**src/rtl/hwin_pkg.sv**
```systemverilog
package hwin_pkg;
    localparam int OFS_W = 5;
    localparam int BYTE_W = 8;
    localparam int WORD_W = 32;
    localparam int LANES = WORD_W / BYTE_W;
    localparam int NKIND = 4;

    localparam logic [OFS_W-1:0] OFS_RIDX = 5'h00;
    localparam logic [OFS_W-1:0] OFS_RCTL = 5'h01;
    localparam logic [OFS_W-1:0] OFS_RWD0 = 5'h02;
    localparam logic [OFS_W-1:0] OFS_RRD0 = 5'h06;
    localparam logic [OFS_W-1:0] OFS_MADL = 5'h0A;
    localparam logic [OFS_W-1:0] OFS_MADH = 5'h0B;
    localparam logic [OFS_W-1:0] OFS_MCTL = 5'h0C;
    localparam logic [OFS_W-1:0] OFS_MWD0 = 5'h0D;
    localparam logic [OFS_W-1:0] OFS_MRD0 = 5'h11;
    localparam logic [OFS_W-1:0] OFS_PAGE = 5'h15;
    localparam logic [OFS_W-1:0] OFS_COV  = 5'h16;

    // transaction kinds, index order is issue priority
    localparam int KI_RWR = 0;
    localparam int KI_RRD = 1;
    localparam int KI_MWR = 2;
    localparam int KI_MRD = 3;
endpackage

```
**src/rtl/hwin_regs.sv**
```systemverilog
module hwin_regs
    import hwin_pkg::*;
#(
    parameter int PAGE_W = 2,
    parameter int LOC_W = 11,
    localparam int MADDR_W = PAGE_W + LOC_W
) (
    input  logic                 clk,
    input  logic                 rst_n,
    input  logic                 hst_we,
    input  logic [OFS_W-1:0]     hst_addr,
    input  logic [BYTE_W-1:0]    hst_wdata,
    output logic [BYTE_W-1:0]    hst_rdata,
    input  logic                 core_rdy,
    input  logic [BYTE_W-1:0]    cov_byte,
    input  logic [NKIND-1:0]     grant,
    input  logic [NKIND-1:0]     act,
    input  logic [NKIND-1:0]     cmpl,
    input  logic [WORD_W-1:0]    cmpl_data,
    output logic [NKIND-1:0]     pend,
    output logic [BYTE_W-1:0]    reg_idx,
    output logic [WORD_W-1:0]    reg_wd,
    output logic [LANES-1:0]     reg_be,
    output logic [MADDR_W-1:0]   mem_loc,
    output logic [WORD_W-1:0]    mem_wd
);
    typedef struct packed {
        logic [BYTE_W-1:0]   ridx;
        logic [WORD_W-1:0]   rwd;
        logic [LANES-2:0]    lanes;
        logic [WORD_W-1:0]   rrd;
        logic                rrv;
        logic [2*BYTE_W-1:0] madr;
        logic [WORD_W-1:0]   mwd;
        logic [WORD_W-1:0]   mrd;
        logic                mrv;
        logic [PAGE_W-1:0]   page;
        logic [NKIND-1:0]    pend;
    } regs_t;

    regs_t s_d, s_q;
    logic [NKIND-1:0] trig;
    logic rwr_done, mwr_done;

    always_comb begin
        s_d = s_q;
        trig = '0;
        s_d.lanes = grant[KI_RWR] ? '0 : s_q.lanes;
        if (hst_we) begin
            if (hst_addr == OFS_RIDX) s_d.ridx = hst_wdata;
            if (hst_addr == OFS_RCTL) trig[KI_RRD] = hst_wdata[0];
            if (hst_addr == OFS_MADL) s_d.madr[BYTE_W-1:0] = hst_wdata;
            if (hst_addr == OFS_MADH) s_d.madr[2*BYTE_W-1:BYTE_W] = hst_wdata;
            if (hst_addr == OFS_MCTL) trig[KI_MRD] = hst_wdata[0];
            if (hst_addr == OFS_PAGE) s_d.page = hst_wdata[PAGE_W-1:0];
            for (int b = 0; b < LANES; b++) begin
                if (hst_addr == OFS_RWD0 + OFS_W'(b)) begin
                    s_d.rwd[BYTE_W*b +: BYTE_W] = hst_wdata;
                    if (b == LANES-1) trig[KI_RWR] = 1'b1;
                    else              s_d.lanes[b] = 1'b1;
                end
                if (hst_addr == OFS_MWD0 + OFS_W'(b)) begin
                    s_d.mwd[BYTE_W*b +: BYTE_W] = hst_wdata;
                    if (b == LANES-1) trig[KI_MWR] = 1'b1;
                end
            end
        end
        s_d.pend = (s_q.pend & ~grant) | trig;
        if (cmpl[KI_RRD]) s_d.rrd = cmpl_data;
        if (cmpl[KI_MRD]) s_d.mrd = cmpl_data;
        if (trig[KI_RRD]) s_d.rrv = 1'b0;
        else if (cmpl[KI_RRD] && !s_q.pend[KI_RRD]) s_d.rrv = 1'b1;
        if (trig[KI_MRD]) s_d.mrv = 1'b0;
        else if (cmpl[KI_MRD] && !s_q.pend[KI_MRD]) s_d.mrv = 1'b1;
    end

    always_ff @(posedge clk) begin
        if (!rst_n) s_q <= '0;
        else        s_q <= s_d;
    end

    assign rwr_done = !(s_q.pend[KI_RWR] || act[KI_RWR]);
    assign mwr_done = !(s_q.pend[KI_MWR] || act[KI_MWR]);

    always_comb begin
        hst_rdata = '0;
        if (hst_addr == OFS_RIDX) hst_rdata = s_q.ridx;
        if (hst_addr == OFS_RCTL) hst_rdata = {core_rdy, 5'b0, rwr_done, s_q.rrv};
        if (hst_addr == OFS_MADL) hst_rdata = s_q.madr[BYTE_W-1:0];
        if (hst_addr == OFS_MADH) hst_rdata = s_q.madr[2*BYTE_W-1:BYTE_W];
        if (hst_addr == OFS_MCTL) hst_rdata = {6'b0, mwr_done, s_q.mrv};
        if (hst_addr == OFS_PAGE) hst_rdata = {{(BYTE_W-PAGE_W){1'b0}}, s_q.page};
        if (hst_addr == OFS_COV)  hst_rdata = cov_byte;
        for (int b = 0; b < LANES; b++) begin
            if (hst_addr == OFS_RWD0 + OFS_W'(b)) hst_rdata = s_q.rwd[BYTE_W*b +: BYTE_W];
            if (hst_addr == OFS_RRD0 + OFS_W'(b)) hst_rdata = s_q.rrd[BYTE_W*b +: BYTE_W];
            if (hst_addr == OFS_MWD0 + OFS_W'(b)) hst_rdata = s_q.mwd[BYTE_W*b +: BYTE_W];
            if (hst_addr == OFS_MRD0 + OFS_W'(b)) hst_rdata = s_q.mrd[BYTE_W*b +: BYTE_W];
        end
    end

    assign pend    = s_q.pend;
    assign reg_idx = s_q.ridx;
    assign reg_wd  = s_q.rwd;
    assign reg_be  = {1'b1, s_q.lanes};
    assign mem_loc = {s_q.page, s_q.madr[LOC_W-1:0]};
    assign mem_wd  = s_q.mwd;

    AST_WDONE_CLR: assert property (@(posedge clk) disable iff (!rst_n)
        (hst_we && hst_addr == OFS_RWD0 + OFS_W'(LANES-1)) |=> !rwr_done);
    AST_RV_LOAD: assert property (@(posedge clk) disable iff (!rst_n)
        (cmpl[KI_RRD] && !s_q.pend[KI_RRD] && !trig[KI_RRD])
        |=> (s_q.rrv && s_q.rrd == $past(cmpl_data)));
endmodule

```
**src/rtl/hwin_seq.sv**
```systemverilog
module hwin_seq
    import hwin_pkg::*;
#(
    parameter int IADDR_W = 13
) (
    input  logic                 clk,
    input  logic                 rst_n,
    input  logic [NKIND-1:0]     pend,
    input  logic [IADDR_W-1:0]   reg_addr,
    input  logic [IADDR_W-1:0]   mem_addr,
    input  logic [WORD_W-1:0]    reg_wd,
    input  logic [WORD_W-1:0]    mem_wd,
    input  logic [LANES-1:0]     reg_be,
    input  logic                 rg_ack,
    input  logic [WORD_W-1:0]    rg_rdata,
    input  logic                 mm_ack,
    input  logic [WORD_W-1:0]    mm_rdata,
    output logic [NKIND-1:0]     grant,
    output logic [NKIND-1:0]     act,
    output logic [NKIND-1:0]     cmpl,
    output logic [WORD_W-1:0]    cmpl_data,
    output logic                 rg_req,
    output logic                 mm_req,
    output logic                 int_we,
    output logic [IADDR_W-1:0]   int_addr,
    output logic [WORD_W-1:0]    int_wdata,
    output logic [LANES-1:0]     int_be
);
    typedef struct packed {
        logic [NKIND-1:0]   act;
        logic [IADDR_W-1:0] addr;
        logic [WORD_W-1:0]  wd;
        logic [LANES-1:0]   be;
    } seq_t;

    seq_t s_d, s_q;
    logic is_rg, is_mm, ack_now;

    assign is_rg   = s_q.act[KI_RWR] | s_q.act[KI_RRD];
    assign is_mm   = s_q.act[KI_MWR] | s_q.act[KI_MRD];
    assign ack_now = (is_rg & rg_ack) | (is_mm & mm_ack);

    always_comb begin
        s_d = s_q;
        grant = '0;
        if (s_q.act == '0) begin
            for (int k = 0; k < NKIND; k++) begin
                if (pend[k] && grant == '0) grant[k] = 1'b1;
            end
        end
        if (ack_now) s_d.act = '0;
        if (grant != '0) begin
            s_d.act  = grant;
            s_d.addr = (grant[KI_RWR] | grant[KI_RRD]) ? reg_addr : mem_addr;
            s_d.wd   = grant[KI_RWR] ? reg_wd : mem_wd;
            s_d.be   = grant[KI_RWR] ? reg_be : '1;
        end
    end

    always_ff @(posedge clk) begin
        if (!rst_n) s_q <= '0;
        else        s_q <= s_d;
    end

    assign act       = s_q.act;
    assign cmpl      = ack_now ? s_q.act : '0;
    assign cmpl_data = is_rg ? rg_rdata : mm_rdata;
    assign rg_req    = is_rg;
    assign mm_req    = is_mm;
    assign int_we    = s_q.act[KI_RWR] | s_q.act[KI_MWR];
    assign int_addr  = s_q.addr;
    assign int_wdata = s_q.wd;
    assign int_be    = s_q.be;

    AST_ONE_REQ: assert property (@(posedge clk) disable iff (!rst_n)
        !(rg_req && mm_req));
    AST_RG_HOLD: assert property (@(posedge clk) disable iff (!rst_n)
        (rg_req && !rg_ack) |=> (rg_req && $stable(int_addr) && $stable(int_wdata) && $stable(int_we)));
    AST_MM_HOLD: assert property (@(posedge clk) disable iff (!rst_n)
        (mm_req && !mm_ack) |=> (mm_req && $stable(int_addr) && $stable(int_wdata) && $stable(int_we)));
    AST_PRIO_RWR: assert property (@(posedge clk) disable iff (!rst_n)
        (s_q.act == '0 && pend[KI_RWR]) |=> (rg_req && int_we));
endmodule

```
**src/rtl/hwin_cov.sv**
```systemverilog
module hwin_cov
    import hwin_pkg::*;
(
    input  logic                 clk,
    input  logic                 rst_n,
    input  logic                 hst_we,
    input  logic                 hst_re,
    input  logic [OFS_W-1:0]     hst_addr,
    input  logic [BYTE_W-1:0]    hst_wdata,
    input  logic [NKIND-1:0]     grant,
    input  logic [LANES-1:0]     reg_be,
    output logic [BYTE_W-1:0]    cov_byte
);
    typedef struct packed {
        logic              en;
        logic [BYTE_W-1:1] flags;
    } cov_t;

    cov_t s_d, s_q;
    logic [BYTE_W-1:1] ev;
    logic full_lanes;

    assign full_lanes = &reg_be;
    assign ev = {hst_re, hst_we, grant[KI_MRD], grant[KI_RRD],
                 grant[KI_RWR] & ~full_lanes, grant[KI_MWR],
                 grant[KI_RWR] & full_lanes};

    always_comb begin
        s_d = s_q;
        if (hst_we && hst_addr == OFS_COV) s_d.en = hst_wdata[0];
        if (s_q.en) s_d.flags = s_q.flags | ev;
    end

    always_ff @(posedge clk) begin
        if (!rst_n) s_q <= '0;
        else        s_q <= s_d;
    end

    assign cov_byte = {s_q.flags, s_q.en};

    AST_STICKY: assert property (@(posedge clk) disable iff (!rst_n)
        1'b1 |=> ((s_q.flags & $past(s_q.flags)) == $past(s_q.flags)));
    AST_NO_REC_OFF: assert property (@(posedge clk) disable iff (!rst_n)
        !s_q.en |=> $stable(s_q.flags));
endmodule

```
**src/rtl/hostwin_bridge.sv**
```systemverilog
module hostwin_bridge
    import hwin_pkg::*;
#(
    parameter int PAGE_W = 2,
    parameter int LOC_W = 11,
    localparam int MADDR_W = PAGE_W + LOC_W,
    localparam int IADDR_W = (MADDR_W > BYTE_W) ? MADDR_W : BYTE_W
) (
    input  logic                 clk,
    input  logic                 rst_n,
    input  logic                 hst_we,
    input  logic                 hst_re,
    input  logic [OFS_W-1:0]     hst_addr,
    input  logic [BYTE_W-1:0]    hst_wdata,
    output logic [BYTE_W-1:0]    hst_rdata,
    input  logic                 core_rdy,
    output logic                 rg_req,
    input  logic                 rg_ack,
    input  logic [WORD_W-1:0]    rg_rdata,
    output logic                 mm_req,
    input  logic                 mm_ack,
    input  logic [WORD_W-1:0]    mm_rdata,
    output logic                 int_we,
    output logic [IADDR_W-1:0]   int_addr,
    output logic [WORD_W-1:0]    int_wdata,
    output logic [LANES-1:0]     int_be
);
    logic [NKIND-1:0]   grant, act, cmpl, pend;
    logic [WORD_W-1:0]  cmpl_data, reg_wd, mem_wd;
    logic [BYTE_W-1:0]  reg_idx, cov_byte;
    logic [LANES-1:0]   reg_be;
    logic [MADDR_W-1:0] mem_loc;

    hwin_regs #(.PAGE_W(PAGE_W), .LOC_W(LOC_W)) u_regs (
        .clk(clk), .rst_n(rst_n), .hst_we(hst_we), .hst_addr(hst_addr),
        .hst_wdata(hst_wdata), .hst_rdata(hst_rdata), .core_rdy(core_rdy),
        .cov_byte(cov_byte), .grant(grant), .act(act), .cmpl(cmpl),
        .cmpl_data(cmpl_data), .pend(pend), .reg_idx(reg_idx), .reg_wd(reg_wd),
        .reg_be(reg_be), .mem_loc(mem_loc), .mem_wd(mem_wd)
    );

    hwin_seq #(.IADDR_W(IADDR_W)) u_seq (
        .clk(clk), .rst_n(rst_n), .pend(pend),
        .reg_addr(IADDR_W'(reg_idx)), .mem_addr(IADDR_W'(mem_loc)),
        .reg_wd(reg_wd), .mem_wd(mem_wd), .reg_be(reg_be),
        .rg_ack(rg_ack), .rg_rdata(rg_rdata), .mm_ack(mm_ack), .mm_rdata(mm_rdata),
        .grant(grant), .act(act), .cmpl(cmpl), .cmpl_data(cmpl_data),
        .rg_req(rg_req), .mm_req(mm_req), .int_we(int_we), .int_addr(int_addr),
        .int_wdata(int_wdata), .int_be(int_be)
    );

    hwin_cov u_cov (
        .clk(clk), .rst_n(rst_n), .hst_we(hst_we), .hst_re(hst_re),
        .hst_addr(hst_addr), .hst_wdata(hst_wdata), .grant(grant),
        .reg_be(reg_be), .cov_byte(cov_byte)
    );
endmodule

```
**config.mk**
```make
export PLATFORM = sky130hd
export DESIGN_NAME = hostwin_bridge
export DESIGN_NICKNAME = d
export VERILOG_FILES = /design/src/rtl/hwin_pkg.sv /design/src/rtl/hwin_regs.sv /design/src/rtl/hwin_seq.sv /design/src/rtl/hwin_cov.sv /design/src/rtl/hostwin_bridge.sv
export SDC_FILE = /design/constraint.sdc
export NUM_CORES = 1
export LEC_CHECK = 0
export ABC_CLOCK_PERIOD_IN_PS = 2400
export BUFFER_PORTS_ARGS = -buffer_cell sky130_fd_sc_hd__buf_4
export CAP_MARGIN = 20
export CELL_PAD_IN_SITES_DETAIL_PLACEMENT = 0
export CELL_PAD_IN_SITES_GLOBAL_PLACEMENT = 2
export CORE_MARGIN = 5
export CORE_UTILIZATION = 36
export CTS_BUF_LIST = sky130_fd_sc_hd__clkbuf_4
export CTS_CLUSTER_SIZE = 40
export DETAILED_ROUTE_END_ITERATION = 12
export GPL_ROUTABILITY_DRIVEN = 1
export PLACE_DENSITY = 0.84
export SLEW_MARGIN = 0
export SYNTH_ARGS = -nofsm -noshare
export SYNTH_HDL_FRONTEND = slang
export SYNTH_SLANG_ARGS = --single-unit
```
**constraint.sdc**
```tcl
create_clock -name clk -period 2.4 [get_ports clk]
set_clock_uncertainty 0.15 [all_clocks]
set_input_delay 0.12 -clock clk [delete_from_list [all_inputs] [get_ports clk]]
set_output_delay 0.12 -clock clk [all_outputs]
set_load 0.01 [all_outputs]
```
Yosys cells after proc, flatten, opt, wreduce, memory -nomap -nowiden
Index checks and enable logic that the tools add are counted.
{"block": "word_totals", "elab_cells": 143, "out_inout_bits": 60, "in_bits": 84, "regBits": 224}
{"block": "op_classes", "n_eq_ne": 22, "n_reduce_logical": 33, "mux": 48, "bitwise_logic": 16}
{"cell": "8-bit two-way mux", "count": 23}
{"cell": "32-bit two-way mux", "count": 2}
{"cell": "53-bit two-way mux", "count": 1}
{"cell": "5-bit by 4-bit == test with 1-bit output (second input constant)", "count": 8}
{"cell": "5-bit == test (second input constant)", "count": 7}
{"cell": "2-bit AND reduction", "count": 12}
{"cell": "5-bit by 3-bit == test with 1-bit output (second input constant)", "count": 4}
{"cell": "4-bit two-way mux", "count": 4}
{"cell": "1-bit two-way mux", "count": 14}
{"cell": "13-bit two-way mux", "count": 1}
{"cell": "5-bit by 2-bit == test with 1-bit output (second input constant)", "count": 2}
{"cell": "3-bit two-way mux", "count": 3}
{"cell": "7-bit bitwise OR", "count": 1}
{"cell": "1-bit logical AND", "count": 6}
{"cell": "5-bit by 1-bit == test with 1-bit output (second input constant)", "count": 1}
{"cell": "5-bit zero test", "count": 1}
{"cell": "1-bit bitwise OR", "count": 5}
{"cell": "1-bit AND", "count": 4}
{"cell": "4-bit AND", "count": 1}
{"cell": "1-bit zero test", "count": 4}
{"cell": "4-bit zero test", "count": 1}
{"cell": "4-bit NOT", "count": 1}
{"cell": "4-bit bitwise OR", "count": 1}
{"cell": "4-bit nonzero test", "count": 1}
{"cell": "7 further kinds", "count": 11}

Depth between registers and ports, before layout
{"block": "depth", "word_depth": 24, "depth_mapped": 9, "ltp_nobuf": 7}

Hierarchy
Synthesis repeated with hierarchy kept, for this count alone.
{"block": "unflattened", "cells_unflattened": 1426, "hier_area_um2": 12398.1}
{"mod": "hwin_regs", "area_per_inst_um2": 9257.6, "seq_area_each_um2": 3263.1, "cells_per_inst": 1098, "n_inst": 1}
{"mod": "hwin_seq", "area_per_inst_um2": 2846.5, "seq_area_each_um2": 1061.0, "cells_per_inst": 297, "n_inst": 1}
{"mod": "hwin_cov", "area_per_inst_um2": 290.3, "seq_area_each_um2": 160.2, "cells_per_inst": 30, "n_inst": 1}
{"mod": "hostwin_bridge", "area_per_inst_um2": 3.8, "seq_area_each_um2": 0.0, "cells_per_inst": 1, "n_inst": 1}

Least setup slack after synthesis
No wires, ideal clock.
{"block": "synth_path", "kind": "register to register", "start": "register u_seq.s_q (netlist bit u_seq.act[3])", "end": "register u_seq.s_q (netlist bit u_seq.int_wdata[7])", "required_time_ps": 2134, "slack_ps": 520, "period_less_slack_ps": 1880, "stages_incl_launch_ff": 9, "arrival_ps": 1614, "n_path_buf": 3, "setup_ps": 116, "path_cell_list": "dfxtp_1 -> or2_0 -> or2_1 -> buf_2 -> a21oi_2 -> buf_4 -> buf_6 -> nand3_1 -> o211a_1"}
{"block": "synth_via", "elab_chain_len": 3, "word_cells_on_any_way": 4, "cone_classes": "mux: 2; reduce/logical: 2"}
{"element": "from (decl)", "line": "hwin_seq.sv:36", "text": "seq_t s_d, s_q;"}
{"element": "from (signal assigned)", "line": "hwin_seq.sv:61", "text": "if (!rst_n) s_q <= '0;"}
{"element": "from (signal assigned)", "line": "hwin_seq.sv:62", "text": "else s_q <= s_d;"}
{"element": "4-bit zero test (*)", "line": "hwin_seq.sv:46", "text": "if (s_q.act == '0) begin"}
{"element": "4-bit two-way mux (*)", "line": "hwin_seq.sv:46"}
{"element": "4-bit nonzero test or 32-bit two-way mux (tied branches)", "line": "hwin_seq.sv:52, hwin_seq.sv:55"}
Every way passes the cells marked *; elsewhere a longest branch is shown, timed or not.
A chain may end at the register's enable or synchronous reset.

Worst setup path in the final report
{"block": "layout_path", "start": "register u_regs.s_q (netlist bit u_regs.mem_wd[8])", "end": "output hst_rdata[0]"}
{"block": "layout_via", "elab_chain_len": 10}
{"element": "from (decl)", "line": "hwin_regs.sv:41", "text": "regs_t s_d, s_q;"}
{"element": "from (signal assigned)", "line": "hwin_regs.sv:78", "text": "if (!rst_n) s_q <= '0;"}
{"element": "from (signal assigned)", "line": "hwin_regs.sv:79", "text": "else s_q <= s_d;"}
{"element": "8-bit two-way mux", "line": "hwin_regs.sv:97", "text": "if (hst_addr == OFS_MWD0 + OFS_W'(b)) hst_rdata = s_q.mwd[BYTE_W*b +: BYTE_W];"}
{"element": "8-bit two-way mux", "line": "hwin_regs.sv:98", "text": "if (hst_addr == OFS_MRD0 + OFS_W'(b)) hst_rdata = s_q.mrd[BYTE_W*b +: BYTE_W];"}
{"element": "8-bit two-way mux", "line": "hwin_regs.sv:95", "text": "if (hst_addr == OFS_RWD0 + OFS_W'(b)) hst_rdata = s_q.rwd[BYTE_W*b +: BYTE_W];"}
{"element": "8-bit two-way mux", "line": "hwin_regs.sv:96", "text": "if (hst_addr == OFS_RRD0 + OFS_W'(b)) hst_rdata = s_q.rrd[BYTE_W*b +: BYTE_W];"}
{"element": "8-bit two-way mux", "line": "hwin_regs.sv:97"}
{"element": "8-bit two-way mux", "line": "hwin_regs.sv:98"}
{"element": "8-bit two-way mux", "line": "hwin_regs.sv:95"}
{"element": "8-bit two-way mux", "line": "hwin_regs.sv:96"}
{"element": "8-bit two-way mux", "line": "hwin_regs.sv:97"}
{"element": "8-bit two-way mux", "line": "hwin_regs.sv:98"}
{"element": "to (decl)", "line": "hostwin_bridge.sv:15", "text": "output logic [BYTE_W-1:0] hst_rdata,"}
No other way between the ends.

==> run_results.csv <==
group,metric,value,unit
status,status,"finished, violations left",
status,violations,"setup timing",
finish,final_common_cell,"buf_4",
floorplanning,core,31390,µm²
critical_path,r2r-start,"u_seq.act[2]",
drt,dr.pass1.iters,5,
floorplanning,die_h,187.7,µm
floorplanning,rows,65,
run,drv_cap,0,
clock_tree,htreeDepth,3,
sta,slew_violations,0,
placed_design,numPortBuffers,143,
drt,ant_nets,0,
floorplanning,initial_core_util,36.22,%
grt,gr-total-overflow,0,
critical_path,path_class,"reg2out",
critical_path,cpMaxStageDelayCell,"or4bb_1",
min_path,whs_path_depth,5,
sta,setup_tns,-1.278,ns
sta,hold_viol,0,
clock_tree,clockRootBuffer,"clkbuf_4",
clock_tree,cts_tree,"done",
drt,drt_wl_total,49.02,mm
power,power.total,8.348,mW
clock_tree,clockBufferDepth,3,
drt,drc,0,
clock_tree,clkLatencyLatePin,0.69,ns
critical_path,crit_chain,"or4bb_1 -> a21oi_2 -> a211o_1 -> a31oi_4 -> o31ai_2 -> buf_4 -> a21oi_2 -> buf_4",
critical_path,cp.required,2.13,ns
logic_synthesis,synth-main-ff-cell,"dfxtp_1",
sta,fin_ws,-0.4134,ns
logic_synthesis,synth-seq-cells,224,
power,ir_drop,0.4796,mV
floorplanning,io_pins,144,
logic_synthesis,yosysWarnings,0,
critical_path,critPathLaunchType,"flip-flop",
logic_synthesis,synth.top_cell.area_share,39.44,%
critical_path,crit_path_end_kind,"output pin",
finish,layout_common_cells,"278 x buf_4, 238 x nand2_1, 209 x dfxtp_1",
sta,hold_slack,0.07946,ns
grt,grt.total_usage,26.85,%
sta,setup-violations-final,8,
min_path,hp-start,"hst_addr[4]",
logic_synthesis,synth_edf_count,0,
sta,worst_pin_slew,0.5863,ns
drt,drt_iter0_drc,863,
clock_tree,cts_sinks,224,
critical_path,cp_max_fo,2,
logic_synthesis,synthTopCellsByArea,"dfxtp_1 39%, nand2_1 7.9%, o211a_1 6.5%, mux2i_1 6.2%, nand3_1 6.2%",
logic_synthesis,synth-xor-area-share,0,%
logic_synthesis,synth-compound-area-share,23.11,%
sta,fin_crit,2.813,ns
sta,rsz0062_at_grt,"true",
critical_path,reg2reg_slack,0.13,ns
logic_synthesis,syn_area,11370,µm²
logic_synthesis,seq_area_frac_synth,39.44,%
logic_synthesis,synth_top_family_by_area,"simple AND/OR/NAND/NOR gates",
logic_synthesis,syn_nets,1442,
logic_synthesis,synth_mux_area_share,6.361,%
logic_synthesis,yosysTopAreaCell,"dfxtp_1",
logic_synthesis,synthAdderAreaFrac,0,%
finish,drive_above_1_share,28.52,%
clock_tree,cts_buffers,66,
min_path,hp-class,"in2reg",
logic_synthesis,yosys.area_share.simple,25.76,%
sta,period_share,117.2,%
critical_path,reg2reg_depth,7,
grt,grt_pass1_vias,11917,
floorplanning,die_x,187.7,µm
logic_synthesis,avgSynthCellArea,8.372,µm²
critical_path,slowest_delay,0.48,ns
logic_synthesis,async_flop_share,0,%
clock_tree,clkTransAtPathRegs,0.06,ns
power,leakagePower,7.085,nW
finish,area.growth.synth_to_final,38.15,%
grt,grt_pass1_wl,73.41,mm
finish,fillCellCount,3094,
drt,wire_per_inst,22.96,µm
grt,antenna_found_initial,1,
drt,vias,11729,
sta,fmax,355.4,MHz
power,p_per_area,531.5,nW/µm²
floorplanning,die-area,35240,µm²
finish,fin_nets,1778,
placed_design,dp_slack,-0.4442,ns
critical_path,critPathArrivalTime,2.54,ns
logic_synthesis,syn_inst,1358,
grt,grt_max_degree,70,
placed_design,gp_congestion,0.9451,
finish,utilization,50.04,%
critical_path,r2r_end,"u_regs.s_q[94]",
drt,viasPerCell,5.494,
sta,timing.slew.headroom,60.92,%
placed_design,dpl.hpwl,35.41,mm
min_path,min_to,"u_regs.pend[1]",
logic_synthesis,ys_types,78,
## Yosys cell counts, types with 7 or more instances
cell type	n
nand2_1	238
dfxtp_1	224
nand3_1	140
nor2b_1	76
a21boi_0	75
o211a_1	74
mux2i_1	70
clkbuf_1	63
nor2_1	47
a21oi_1	39
o21ai_0	38
buf_2	34
a22oi_1	15
nor3_1	15
a31oi_1	14
o22ai_1	12
inv_1	10
buf_4	9
nand2b_1	9
o211ai_1	9
a221oi_1	7
## per-layer routing
metal	track usage (%)	up-vias	part of all wire [%]
li1	-	5553	-
met1	34.50	5745	44
met2	46.70	349	49
met3	3.630	82	3.9
met4	8.667	0	2.8
met5	0	-	0
## worst max-delay path, delay by kind of cell (launching register included)
family	cells	cell delay, ns
compound gates	5	0.77
buf+inv	2	0.31
flops	1	0.33
simple gates	1	0.48
## state kept, by name, summed over array words and instances, names as in the netlist, 8 cells and up
name,count
u_regs.reg_wd,32
u_seq.int_addr,13
u_regs.s_q,71
u_regs.reg_idx,8
u_cov.cov_byte,8
u_regs.mem_wd,32
u_regs.mem_loc,13
u_seq.int_wdata,32
## stage by stage
stage | cell area, µm² | std cells
6_report | 15710 | 2135
5_1_grt | 15710 | 2135
4_1_cts | 15490 | 2131
3_5_place_dp | 13630 | 1931
3_3_place_gp | 13630 | 1931
2_1_floorplan | 11370 | 1358
## final cells by class
cell class	instances	area (µm²)	area share, %
Timing Repair Buffer	386	3308	21.06
Antenna cell	1	2.502	0.01593
Sequential cell	224	4511	28.72
Clock buffer	92	690.7	4.397
Inverter	11	41.29	0.2629
Clock inverter	14	86.33	0.5496
Tap cell	402	503.0	3.202
Multi-Input combinational cell	1005	6565	41.80
## report_power, final
| part | total, mW | leakage (nW) | switching [mW] | internal (mW) |
|---|---|---|---|---|
| Sequential | 3.77 | 1.81 | 0.0267 | 3.75 |
| Combinational | 1.06 | 4.80 | 0.558 | 0.504 |
| Clock | 3.51 | 0.474 | 1.65 | 1.86 |
## cells by family (layout without fill, tap and decap cells)
group	count (synthesis)	count (layout)
and+or+nand+nor	591	591
AOI/OAI and AO/OA	342	342
DFF	224	224
buffers and inverters	129	503
muxes	72	72
other	0	1
## worst max-delay path by stage
stage                               endpoint  depth (start not counted)  slack [ns]              from
final                           hst_rdata[0]                          8       -0.41  u_regs.mem_wd[8]
after global routing            hst_rdata[0]                          8       -0.50  u_regs.mem_wd[8]
after CTS                       hst_rdata[0]                          8       -0.44  u_regs.mem_wd[8]
after detailed placement        hst_rdata[3]                          9       -0.44       hst_addr[3]
after global placement          hst_rdata[3]                          9       -0.61       hst_addr[3]
after floorplan           u_seq.int_wdata[7]                          8        0.52      u_seq.act[3]
## what timing repair did
item	4_1_cts	5_1_grt
hold endpoints to repair	176	0
cloned	0	1
buffers inserted	3	3
hold buffers	91	0
gates resized for setup	37	39
setup endpoints to repair	8	15
pin swaps	21	18
Power figures use the tool's default switching activity.
